File: src/rtl/sfm_pkg.sv
package sfm_pkg;
  localparam int NCAT   = 4;
  localparam int FRAC_W = 8;
  localparam int WORD_W = NCAT * FRAC_W;

  typedef enum logic [1:0] {
    CAT_RET = 2'd0,
    CAT_BAD = 2'd1,
    CAT_FE  = 2'd2,
    CAT_BE  = 2'd3
  } cat_e;

  typedef enum logic [1:0] {
    SQ_IDLE = 2'd0,
    SQ_CALC = 2'd1,
    SQ_HOLD = 2'd2
  } seq_e;
endpackage

File: src/rtl/slot_cnt_bank.sv
module slot_cnt_bank
  import sfm_pkg::*;
#(
  parameter int CNT_W  = 48,
  parameter int SLOT_W = 48
) (
  input  logic                       clk,
  input  logic                       rst_n,
  input  logic                       clr,
  input  logic [NCAT-1:0]            inc,
  input  logic                       slots_inc,
  input  logic                       slots_ld,
  input  logic [SLOT_W-1:0]          slots_ld_val,
  output logic [NCAT-1:0][CNT_W-1:0] cnt,
  output logic [SLOT_W-1:0]          slots,
  output logic                       ovf
);
  logic [NCAT-1:0] wrap;

  for (genvar g = 0; g < NCAT; g++) begin : g_cat
    assign wrap[g] = inc[g] & (&cnt[g]);

    always_ff @(posedge clk) begin
      if (!rst_n)       cnt[g] <= '0;
      else if (clr)     cnt[g] <= '0;
      else if (inc[g])  cnt[g] <= cnt[g] + CNT_W'(1);
    end

    // a counter at all ones steps to zero and raises the flag
    a_r9_wrap_zero: assert property (@(posedge clk) disable iff (!rst_n)
      (inc[g] && !clr && (&cnt[g])) |=> (cnt[g] == '0) && ovf);
  end

  always_ff @(posedge clk) begin
    if (!rst_n)       ovf <= 1'b0;
    else if (clr)     ovf <= 1'b0;
    else if (|wrap)   ovf <= 1'b1;
  end

  always_ff @(posedge clk) begin
    if (!rst_n)          slots <= '0;
    else if (slots_ld)   slots <= slots_ld_val;
    else if (slots_inc)  slots <= slots + SLOT_W'(1);
  end

  a_r7_clear_all: assert property (@(posedge clk) disable iff (!rst_n)
    clr |=> (cnt == '0) && !ovf);
  a_r7_slots_kept: assert property (@(posedge clk) disable iff (!rst_n)
    (clr && !slots_ld && !slots_inc) |=> $stable(slots));
  a_r8_ovf_sticky: assert property (@(posedge clk) disable iff (!rst_n)
    (ovf && !clr) |=> ovf);
  a_r10_load_wins: assert property (@(posedge clk) disable iff (!rst_n)
    slots_ld |=> slots == $past(slots_ld_val));
  a_r10_count_up: assert property (@(posedge clk) disable iff (!rst_n)
    (!slots_ld && slots_inc) |=> slots == $past(slots) + SLOT_W'(1));
endmodule

File: src/rtl/frac_div.sv
module frac_div
  import sfm_pkg::*;
#(
  parameter int CNT_W  = 48,
  parameter int SLOT_W = 48
) (
  input  logic              clk,
  input  logic              rst_n,
  input  logic              start,
  input  logic [CNT_W-1:0]  num,
  input  logic [SLOT_W-1:0] den,
  output logic              done,
  output logic [FRAC_W-1:0] q
);
  localparam int NUM_W = CNT_W + FRAC_W;
  localparam int DEN_W = SLOT_W + FRAC_W;
  localparam int WW    = ((NUM_W > DEN_W) ? NUM_W : DEN_W) + 1;
  localparam int BI_W  = $clog2(FRAC_W);
  localparam logic [BI_W-1:0] TOP_BIT = BI_W'(FRAC_W - 1);

  logic [WW-1:0]   scaled, den_top;
  logic [WW-1:0]   rem, dsh;
  logic [BI_W-1:0] bit_i;
  logic            busy;

  // 255 * num without a multiplier
  assign scaled  = (WW'(num) << FRAC_W) - WW'(num);
  assign den_top = WW'(den) << FRAC_W;

  always_ff @(posedge clk) begin
    if (!rst_n) begin
      rem   <= '0;
      dsh   <= '0;
      bit_i <= '0;
      busy  <= 1'b0;
      done  <= 1'b0;
      q     <= '0;
    end else begin
      done <= 1'b0;
      if (start) begin
        if (den == '0) begin
          q    <= '0;
          done <= 1'b1;
        end else if (scaled >= den_top) begin
          q    <= '1;
          done <= 1'b1;
        end else begin
          rem   <= scaled;
          dsh   <= WW'(den) << TOP_BIT;
          bit_i <= TOP_BIT;
          q     <= '0;
          busy  <= 1'b1;
        end
      end else if (busy) begin
        if (rem >= dsh) begin
          rem      <= rem - dsh;
          q[bit_i] <= 1'b1;
        end
        dsh <= dsh >> 1;
        if (bit_i == '0) begin
          busy <= 1'b0;
          done <= 1'b1;
        end else begin
          bit_i <= bit_i - BI_W'(1);
        end
      end
    end
  end

  a_r3_zero_den: assert property (@(posedge clk) disable iff (!rst_n)
    (start && den == '0) |=> done && (q == '0));
  a_r4_saturate: assert property (@(posedge clk) disable iff (!rst_n)
    (start && den != '0 && scaled >= den_top) |=> done && (q == '1));
  a_r6_no_restart: assert property (@(posedge clk) disable iff (!rst_n)
    busy |-> !start);
  a_r1_rem_bound: assert property (@(posedge clk) disable iff (!rst_n)
    (busy && bit_i == '0) |=> done);
endmodule

File: src/rtl/slot_mix_meter.sv
module slot_mix_meter
  import sfm_pkg::*;
#(
  parameter int CNT_W  = 48,
  parameter int SLOT_W = 48
) (
  input  logic              clk,
  input  logic              rst_n,
  input  logic              inc_retire,
  input  logic              inc_badspec,
  input  logic              inc_front,
  input  logic              inc_back,
  input  logic              inc_slots,
  input  logic              slots_wr_en,
  input  logic [SLOT_W-1:0] slots_wr_data,
  input  logic              metrics_clr,
  input  logic              rd_valid,
  output logic              rd_ready,
  output logic              mx_valid,
  input  logic              mx_ready,
  output logic [31:0]       mx_data,
  output logic [SLOT_W-1:0] slots_count,
  output logic              metrics_ovf
);
  localparam int IDX_W = $clog2(NCAT);
  localparam logic [IDX_W-1:0] LAST_IDX = IDX_W'(NCAT - 1);

  logic [NCAT-1:0]              inc_vec;
  logic [NCAT-1:0][CNT_W-1:0]   cnt;
  logic [NCAT-1:0][CNT_W-1:0]   snap_cnt;
  logic [SLOT_W-1:0]            snap_slots;
  logic [NCAT-1:0][FRAC_W-1:0]  fields;
  logic [IDX_W-1:0]             idx;
  logic                         start, done;
  logic [FRAC_W-1:0]            q;
  seq_e                         state;

  assign inc_vec[CAT_RET] = inc_retire;
  assign inc_vec[CAT_BAD] = inc_badspec;
  assign inc_vec[CAT_FE]  = inc_front;
  assign inc_vec[CAT_BE]  = inc_back;

  slot_cnt_bank #(.CNT_W(CNT_W), .SLOT_W(SLOT_W)) u_bank (
    .clk          (clk),
    .rst_n        (rst_n),
    .clr          (metrics_clr),
    .inc          (inc_vec),
    .slots_inc    (inc_slots),
    .slots_ld     (slots_wr_en),
    .slots_ld_val (slots_wr_data),
    .cnt          (cnt),
    .slots        (slots_count),
    .ovf          (metrics_ovf)
  );

  frac_div #(.CNT_W(CNT_W), .SLOT_W(SLOT_W)) u_div (
    .clk   (clk),
    .rst_n (rst_n),
    .start (start),
    .num   (snap_cnt[idx]),
    .den   (snap_slots),
    .done  (done),
    .q     (q)
  );

  always_ff @(posedge clk) begin
    if (!rst_n) begin
      state      <= SQ_IDLE;
      idx        <= '0;
      start      <= 1'b0;
      snap_cnt   <= '0;
      snap_slots <= '0;
      fields     <= '0;
    end else begin
      start <= 1'b0;
      unique case (state)
        SQ_IDLE: if (rd_valid) begin
          snap_cnt   <= cnt;
          snap_slots <= slots_count;
          idx        <= '0;
          start      <= 1'b1;
          state      <= SQ_CALC;
        end
        SQ_CALC: if (done) begin
          fields[idx] <= q;
          if (idx == LAST_IDX) begin
            state <= SQ_HOLD;
          end else begin
            idx   <= idx + IDX_W'(1);
            start <= 1'b1;
          end
        end
        SQ_HOLD: if (mx_ready) state <= SQ_IDLE;
        default: state <= SQ_IDLE;
      endcase
    end
  end

  assign rd_ready = (state == SQ_IDLE);
  assign mx_valid = (state == SQ_HOLD);
  assign mx_data  = fields;

  a_r6_hold_stable: assert property (@(posedge clk) disable iff (!rst_n)
    (mx_valid && !mx_ready) |=> mx_valid && $stable(mx_data));
  a_r6_exclusive: assert property (@(posedge clk) disable iff (!rst_n)
    !(rd_ready && mx_valid));
  a_r5_snap_frozen: assert property (@(posedge clk) disable iff (!rst_n)
    (!rd_ready && !$rose(!rd_ready)) |-> $stable(snap_slots));
  a_r11_reset_idle: assert property (@(posedge clk)
    !rst_n |=> rd_ready && !mx_valid && !metrics_ovf);
endmodule

File: config.mk
export PLATFORM = sky130hd
export DESIGN_NAME = slot_mix_meter
export DESIGN_NICKNAME = d
export VERILOG_FILES = /design/src/rtl/sfm_pkg.sv /design/src/rtl/slot_cnt_bank.sv /design/src/rtl/frac_div.sv /design/src/rtl/slot_mix_meter.sv
export SDC_FILE = /design/constraint.sdc
export NUM_CORES = 2
export LEC_CHECK = 0
export ABC_CLOCK_PERIOD_IN_PS = 8200
export BUFFER_PORTS_ARGS = -buffer_cell sky130_fd_sc_hd__buf_2
export CAP_MARGIN = 20
export CORE_MARGIN = 8
export CORE_UTILIZATION = 45
export CTS_CLUSTER_SIZE = 14
export DETAILED_ROUTE_END_ITERATION = 6
export PLACE_DENSITY = 0.61
export SETUP_SLACK_MARGIN = 0.1
export SYNTH_ARGS = -nofsm -noshare
export SYNTH_HDL_FRONTEND = slang
export SYNTH_SLANG_ARGS = --single-unit
File: constraint.sdc
create_clock -name clk -period 8.2 [get_ports clk]
set_input_delay 1.64 -clock clk [delete_from_list [all_inputs] [get_ports clk]]
set_output_delay 1.64 -clock clk [all_outputs]
set_load 0.05 [all_outputs]
# ---- After elaboration in Yosys (flattened, before gate mapping)
# Index checks and enable logic that the tools add are counted.
dict set report word_totals {
  ram_bits 0
  output_inout_bits 83
  mem_bits_ro 0
  latchBits 0
  word_cells 131
  input_bits 59
  regBits 645
  mem_count 0
}
dict set report op_classes {
  mux 51
  eq_ne 11
  addsub 9
  n_bitwise 6
  magnitude_cmp 6
  n_shift 0
  reduce_logical 24
  multipliers 0
  div 0
}
# cell n
set op_table {}
lappend op_table {{$mux 57} 9}
lappend op_table {{$add 48x1->48 const B} 5}
lappend op_table {{$reduce_and 48->1} 4}
lappend op_table {{$mux 48} 3}
lappend op_table {{$bmux 48 s2} 1}
lappend op_table {{$ge 57x56->1} 1}
lappend op_table {{$ge 57x57->1} 1}
lappend op_table {{$sub 56x48->57} 1}
lappend op_table {{$sub 57x57->57} 1}
lappend op_table {{$logic_not 48->1} 1}
lappend op_table {{$mux 8} 6}
lappend op_table {{$bwmux 32} 1}
lappend op_table {{$demux 8 s2} 1}
lappend op_table {{$reduce_and 4->1} 4}
lappend op_table {{$mux 3} 5}
lappend op_table {{$mux 1} 14}
lappend op_table {{$mux 2} 7}
lappend op_table {{$ne 2x2->1 const B} 6}
lappend op_table {{$or 8x8->8} 1}
lappend op_table {{$reduce_and 2->1} 4}
lappend op_table {{$reduce_bool 2->1} 4}
lappend op_table {{$pmux 2 s3} 1}
lappend op_table {{$and 1x1->1} 4}
lappend op_table {{$eq 2x2->1 const B} 2}
lappend op_table {{18 further kinds} 20}

# ---- Longest topological paths before layout
dict set report depth {
  depth_word 8
  mapped_depth 30
}

# ---- Cells and area by module
# Synthesis repeated with hierarchy kept, for this count alone.
dict set report unflattened {
  cells_unflattened 4360
  hier_area_um2 35617.9
}
# module seq_area_each_um2 cells_each n_inst area_per_inst_um2
set by_module_without_submodules {}
lappend by_module_without_submodules {frac_div 2502.4 1781 1 13115.1}
lappend by_module_without_submodules {slot_mix_meter 5545.3 1255 1 11441.0}
lappend by_module_without_submodules {slot_cnt_bank 4824.6 1324 1 11061.9}

# ---- Worst setup path before layout
# No wires, ideal clock.
dict set report synth_path {
  path_type {register to register}
  start {register idx[0]}
  end {register u_div.rem[12]}
  path_slack_ns 1.190
  period_less_slack_ns 7.010
  setup_time_ns 0.086
  arrival_time_ns 6.925
  stages_incl_launch_ff 30
  cell_sequence {dfxtp_1 -> buf_2 -> buf_4 -> buf_1 -> clkbuf_1 -> mux4_2 -> inv_1 -> ha_1 -> clkbuf_1 -> a21oi_1 -> o21ai_0 -> o21a_1 -> o31a_1 -> o31ai_2 -> o221ai_1 -> a2111oi_0 -> xnor2_1 -> ha_1 -> nand2_1 -> o21ai_0 -> a2111oi_0 -> o21ai_0 -> a221oi_1 -> nand3b_1 -> o21ai_2 -> and2_4 -> buf_6 -> buf_2 -> nor2_1 -> a211oi_1}
}
dict set report synth_via {
  elab_chain_len 6
}
# element line_no
set synth_lines {}
lappend synth_lines {{start, declared} slot_mix_meter.sv:33} ;# logic [IDX_W-1:0] idx;
lappend synth_lines {{start signal, assigned} slot_mix_meter.sv:89} ;# idx <= idx + IDX_W'(1);
lappend synth_lines {{$bmux 48 s2 (*)} slot_mix_meter.sv:60} ;# .num (snap_cnt[idx]),
lappend synth_lines {{$mux 48 (not written as such) (*)} slot_mix_meter.sv:60}
lappend synth_lines {{$sub 56x48->57 (*)} frac_div.sv:27} ;# assign scaled = (WW'(num) << FRAC_W) - WW'(num);
lappend synth_lines {{$ge 57x56->1 or $mux 57 (tied branches)} frac_div.sv:44} ;# end else if (scaled >= den_top) begin
lappend synth_lines {{$ne 2x2->1 (no source line) or $mux 57 (tied branches)} n/a}
lappend synth_lines {{$reduce_and 4->1 (no source line) or $mux 57 (tied branches)} n/a}
lappend synth_lines {{end signal, assigned} frac_div.sv:48} ;# rem <= scaled;
lappend synth_lines {{end signal, assigned} frac_div.sv:56} ;# rem <= rem - dsh;
lappend synth_lines {{end, declared} frac_div.sv:22} ;# logic [WW-1:0] rem, dsh;
# Every way passes the cells marked *; elsewhere a longest branch is shown, timed or not. The select of a mux whose other input is x is not followed.
# A chain may end at the register's enable or synchronous reset.

# ---- Final worst setup path
dict set report layout_path {
  start {register idx[0]}
  end {register u_div.rem[49]}
}
# Same word-level chain as after synthesis.

==> qor.yml <==
status: "finished, final reports clean"
irDropWorstVdd_mv: 0.195
clkSinkCount: 643
avgSynthCellArea_um2: 7.78
maxCapViolations: 0
worstMarginPinSlew_ps: 1100
critPathLaunchType: "flop"
arrival_ps: 7750
synth_nets: 4681
dieArea_mm2: 0.0864
drc: 0
drt-total-wl_mm: 104
floorplan.initialDensity: 0.452
fin_crit_ps: 7250
htree_num_levels: 3
power.density_mw_per_mm2: 307
synth_async_sr_flop_share: 0
overflow: 0
final-setup-viol-count: 0
hold_viol_final: 0
cp.required_ps: 8700
core_area_mm2: 0.0770
drtIter0Drc: 2615
synth_area_mm2: 0.0348
fill_cells: 7666
numCtsBuffers: 74
final.setup_skew_ps: 16.7
top_layer: "met5"
endpoint_kind: "flop"
yosysSeqAreaShare: 0.370
place_hpwl_mm: 75.2
io_pins: 142
setup_tns_ps: 0
antenna_found_initial: 3
ys_warn_count: 0
clk-insertion-delay-late_ps: 620
grt_use_total: 0.231
die_w_um: 294
holdCritPathClass: "reg2reg"
fmax_mhz: 138
holdWs_ps: 449
gp_congestion: 0.974
drv_slew: 0
die_h_um: 294
ys_ff_latch: 643
path_class: "reg2reg"
grt_pass1_vias: 28800
path_max_fanout: 104
num_rows: 102
grt_max_degree: 166
drive_gt1_frac: 0.0805
finalCritPeriodShare: 0.884
io_buffer_count: 141
synth_edf_count: 0
clkSlewWorstSetupHoldPaths_ps: 60
syn_to_final_growth_pct: 10.7
routed-wl-met3_mm: 4.44
postRouteAntennaNets: 0
cts_tree: "built"
vias: 30700
synth-main-ff-cell: "dfxtp_1"
max_slew_margin: 0.267
ys_types: 80
rsz0062_at_grt: "false"
syn_inst: 4466
wl_met2_mm: 46.7
clockBufferDepth: 3
power.leakage_uw: 0.0146
fin_nets: 4685
wl_per_cell_um: 18.6
first_pass_iters: 5
cts-root-buf: "clkbuf_16"
grt_pass1_wl_mm: 162
m1WireLength_mm: 48.3
viasPerCell: 5.53
-- worst max-delay path, cell delays in order (launching register included) --
cell and delay, ps:
dfxtp_4 630, buf_4 350, buf_4 340, mux4_2 370, inv_1 100, ha_1 330, a21oi_1 230, o21bai_1 90
a21oi_1 210, nand2_1 90, o31ai_2 240, buf_4 170, o221ai_1 160, a2111oi_0 540, xnor2_1 220, ha_1 290
nand2_1 60, o21ai_0 110, a2111oi_0 440, o21ai_0 180, a221oi_1 400, nand3b_1 200, o21ai_4 260, buf_12 390
nand2_1 270, a211oi_1 360, nor2_1 80
-- cells by family after synthesis --
kind of cell	after synthesis	share of synthesized area
buffers and inverters	454	0.0507
multiplexers	111	0.0493
adder cells (fa/ha/maj)	156	0.0564
flip-flops	643	0.370
AND/OR/NAND/NOR	1792	0.228
AO/OA/AOI/OAI	1023	0.173
XOR/XNOR	287	0.0723
-- cells in the mapped netlist (all sizes together), types with 4 or more instances --
| cell type | instances | area share |
|---|---|---|
| nor2b | 18 | 0.0032 |
| o22ai | 7 | 0.0013 |
| o221ai | 4 | 0.0010 |
| a21o | 49 | 0.011 |
| a21boi | 4 | 0.00086 |
| nor4 | 24 | 0.0043 |
| o211ai | 17 | 0.0037 |
| nor3b | 9 | 0.0019 |
| or3 | 60 | 0.011 |
| and2 | 33 | 0.0060 |
| a311oi | 8 | 0.0020 |
| buf | 27 | 0.0046 |
| nor2 | 432 | 0.047 |
| o21a | 23 | 0.0050 |
| o31ai | 11 | 0.0025 |
| o21bai | 22 | 0.0049 |
| a221o | 4 | 0.0012 |
| nor3 | 58 | 0.0090 |
| clkbuf | 218 | 0.024 |
| a211oi | 85 | 0.018 |
| mux4 | 48 | 0.031 |
| mux2i | 60 | 0.017 |
| a31oi | 23 | 0.0041 |
| and3 | 63 | 0.011 |
| or2 | 7 | 0.0013 |
| and4 | 22 | 0.0055 |
| a21oi | 545 | 0.078 |
| a2111oi | 5 | 0.0013 |
| xnor2 | 105 | 0.026 |
| o31a | 7 | 0.0018 |
| dfxtp | 643 | 0.37 |
| ha | 155 | 0.056 |
| inv | 209 | 0.023 |
| nand4 | 85 | 0.015 |
| nand3 | 115 | 0.017 |
| xor2 | 182 | 0.046 |
| o21ai | 164 | 0.024 |
| o211a | 13 | 0.0037 |
| nand2b | 18 | 0.0032 |
| nand2 | 840 | 0.091 |
-- state kept, by name (all words and copies together) (netlist names) --
| register | count |
|---|---|
| u_div.dsh | 55 |
| u_div.rem | 57 |
| u_div.done | 1 |
| start | 1 |
| u_div.q | 8 |
| u_bank.slots | 48 |
| snap_cnt | 192 |
| idx | 2 |
| u_bank.ovf | 1 |
| state | 2 |
| u_bank.cnt | 192 |
| u_div.busy | 1 |
| mx_data | 32 |
| u_div.bit_i | 3 |
| snap_slots | 48 |
-- area by class of cell --
type / instances / area, µm² / share of cell area
multi-input cells: 3370 / 20200 / 0.524
flip-flops and latches: 643 / 12900 / 0.335
clock buffers: 98 / 2020 / 0.0526
well taps: 1040 / 1300 / 0.0338
repair buffers: 172 / 976 / 0.0254
inverters: 209 / 792 / 0.0206
clock inverters: 28 / 334 / 0.00868
diodes: 1 / 2.50 / 0.0000650
-- cells in the final DEF, fill, tap and decap left out, types with 21 or more instances in the layout --
| master | instances |
|---|---|
| nor4_1 | 24 |
| a21oi_1 | 545 |
| nor3_1 | 55 |
| buf_2 | 141 |
| a31oi_1 | 23 |
| xnor2_1 | 105 |
| o21a_1 | 23 |
| and3_1 | 63 |
| inv_1 | 208 |
| nor2_1 | 431 |
| a211oi_1 | 84 |
| or3_1 | 60 |
| a21o_1 | 49 |
| o21ai_0 | 161 |
| and4_1 | 22 |
| mux2i_1 | 60 |
| o21bai_1 | 21 |
| dfxtp_1 | 640 |
| mux4_2 | 48 |
| buf_4 | 28 |
| and2_1 | 31 |
| xor2_1 | 182 |
| nand2_1 | 838 |
| clkbuf_16 | 74 |
| ha_1 | 155 |
| nand4_1 | 85 |
| nand3_1 | 115 |
-- timing repair --
item	in CTS	in global routing
endpoints found under the setup margin	0	9
buffers inserted	0	0
gates resized for setup	0	1
hold buffers	0	0
-- layer usage --
layer  GRT usage  vias up
met4      0.0895        4
met2       0.368      622
li1            -    15400
met5           0        -
met3      0.0331      176
met1       0.314    14500
-- worst paths after layout --
check,startpoint,endpoint,slack [ps],depth (start not counted)
worst max-delay path,idx[0]$_SDFFE_PN0P_,u_div.rem[49]$_SDFFE_PN0P_,950,26
worst min-delay path,mx_data[5]$_SDFFE_PN0P_,mx_data[5]$_SDFFE_PN0P_,450,2
worst max register to register,idx[0]$_SDFFE_PN0P_,u_div.rem[49]$_SDFFE_PN0P_,950,26
worst min register to register,mx_data[5]$_SDFFE_PN0P_,mx_data[5]$_SDFFE_PN0P_,450,2
-- report_power, final --
part           internal [µW]  total [µW]  switching (µW)
combinational           1980        5060            3070
sequential              3320        3480             162
clock                   1900        3260            1360
total                   7200       11800            4590
-- metrics by stage --
step	instances	setup slack (ps)	util	power (µW)	area [µm²]
after detailed placement	5433	795	0.469	8430	36100
after global placement	5433	971	0.469	8460	36100
after floorplan	4466	1190	-	7340	34800
after CTS	5559	787	0.500	11700	38500
final	5561	952	0.500	11800	38500
after global routing	5561	262	0.500	12500	38500
Note: power is estimated with default switching activity, not from simulation.
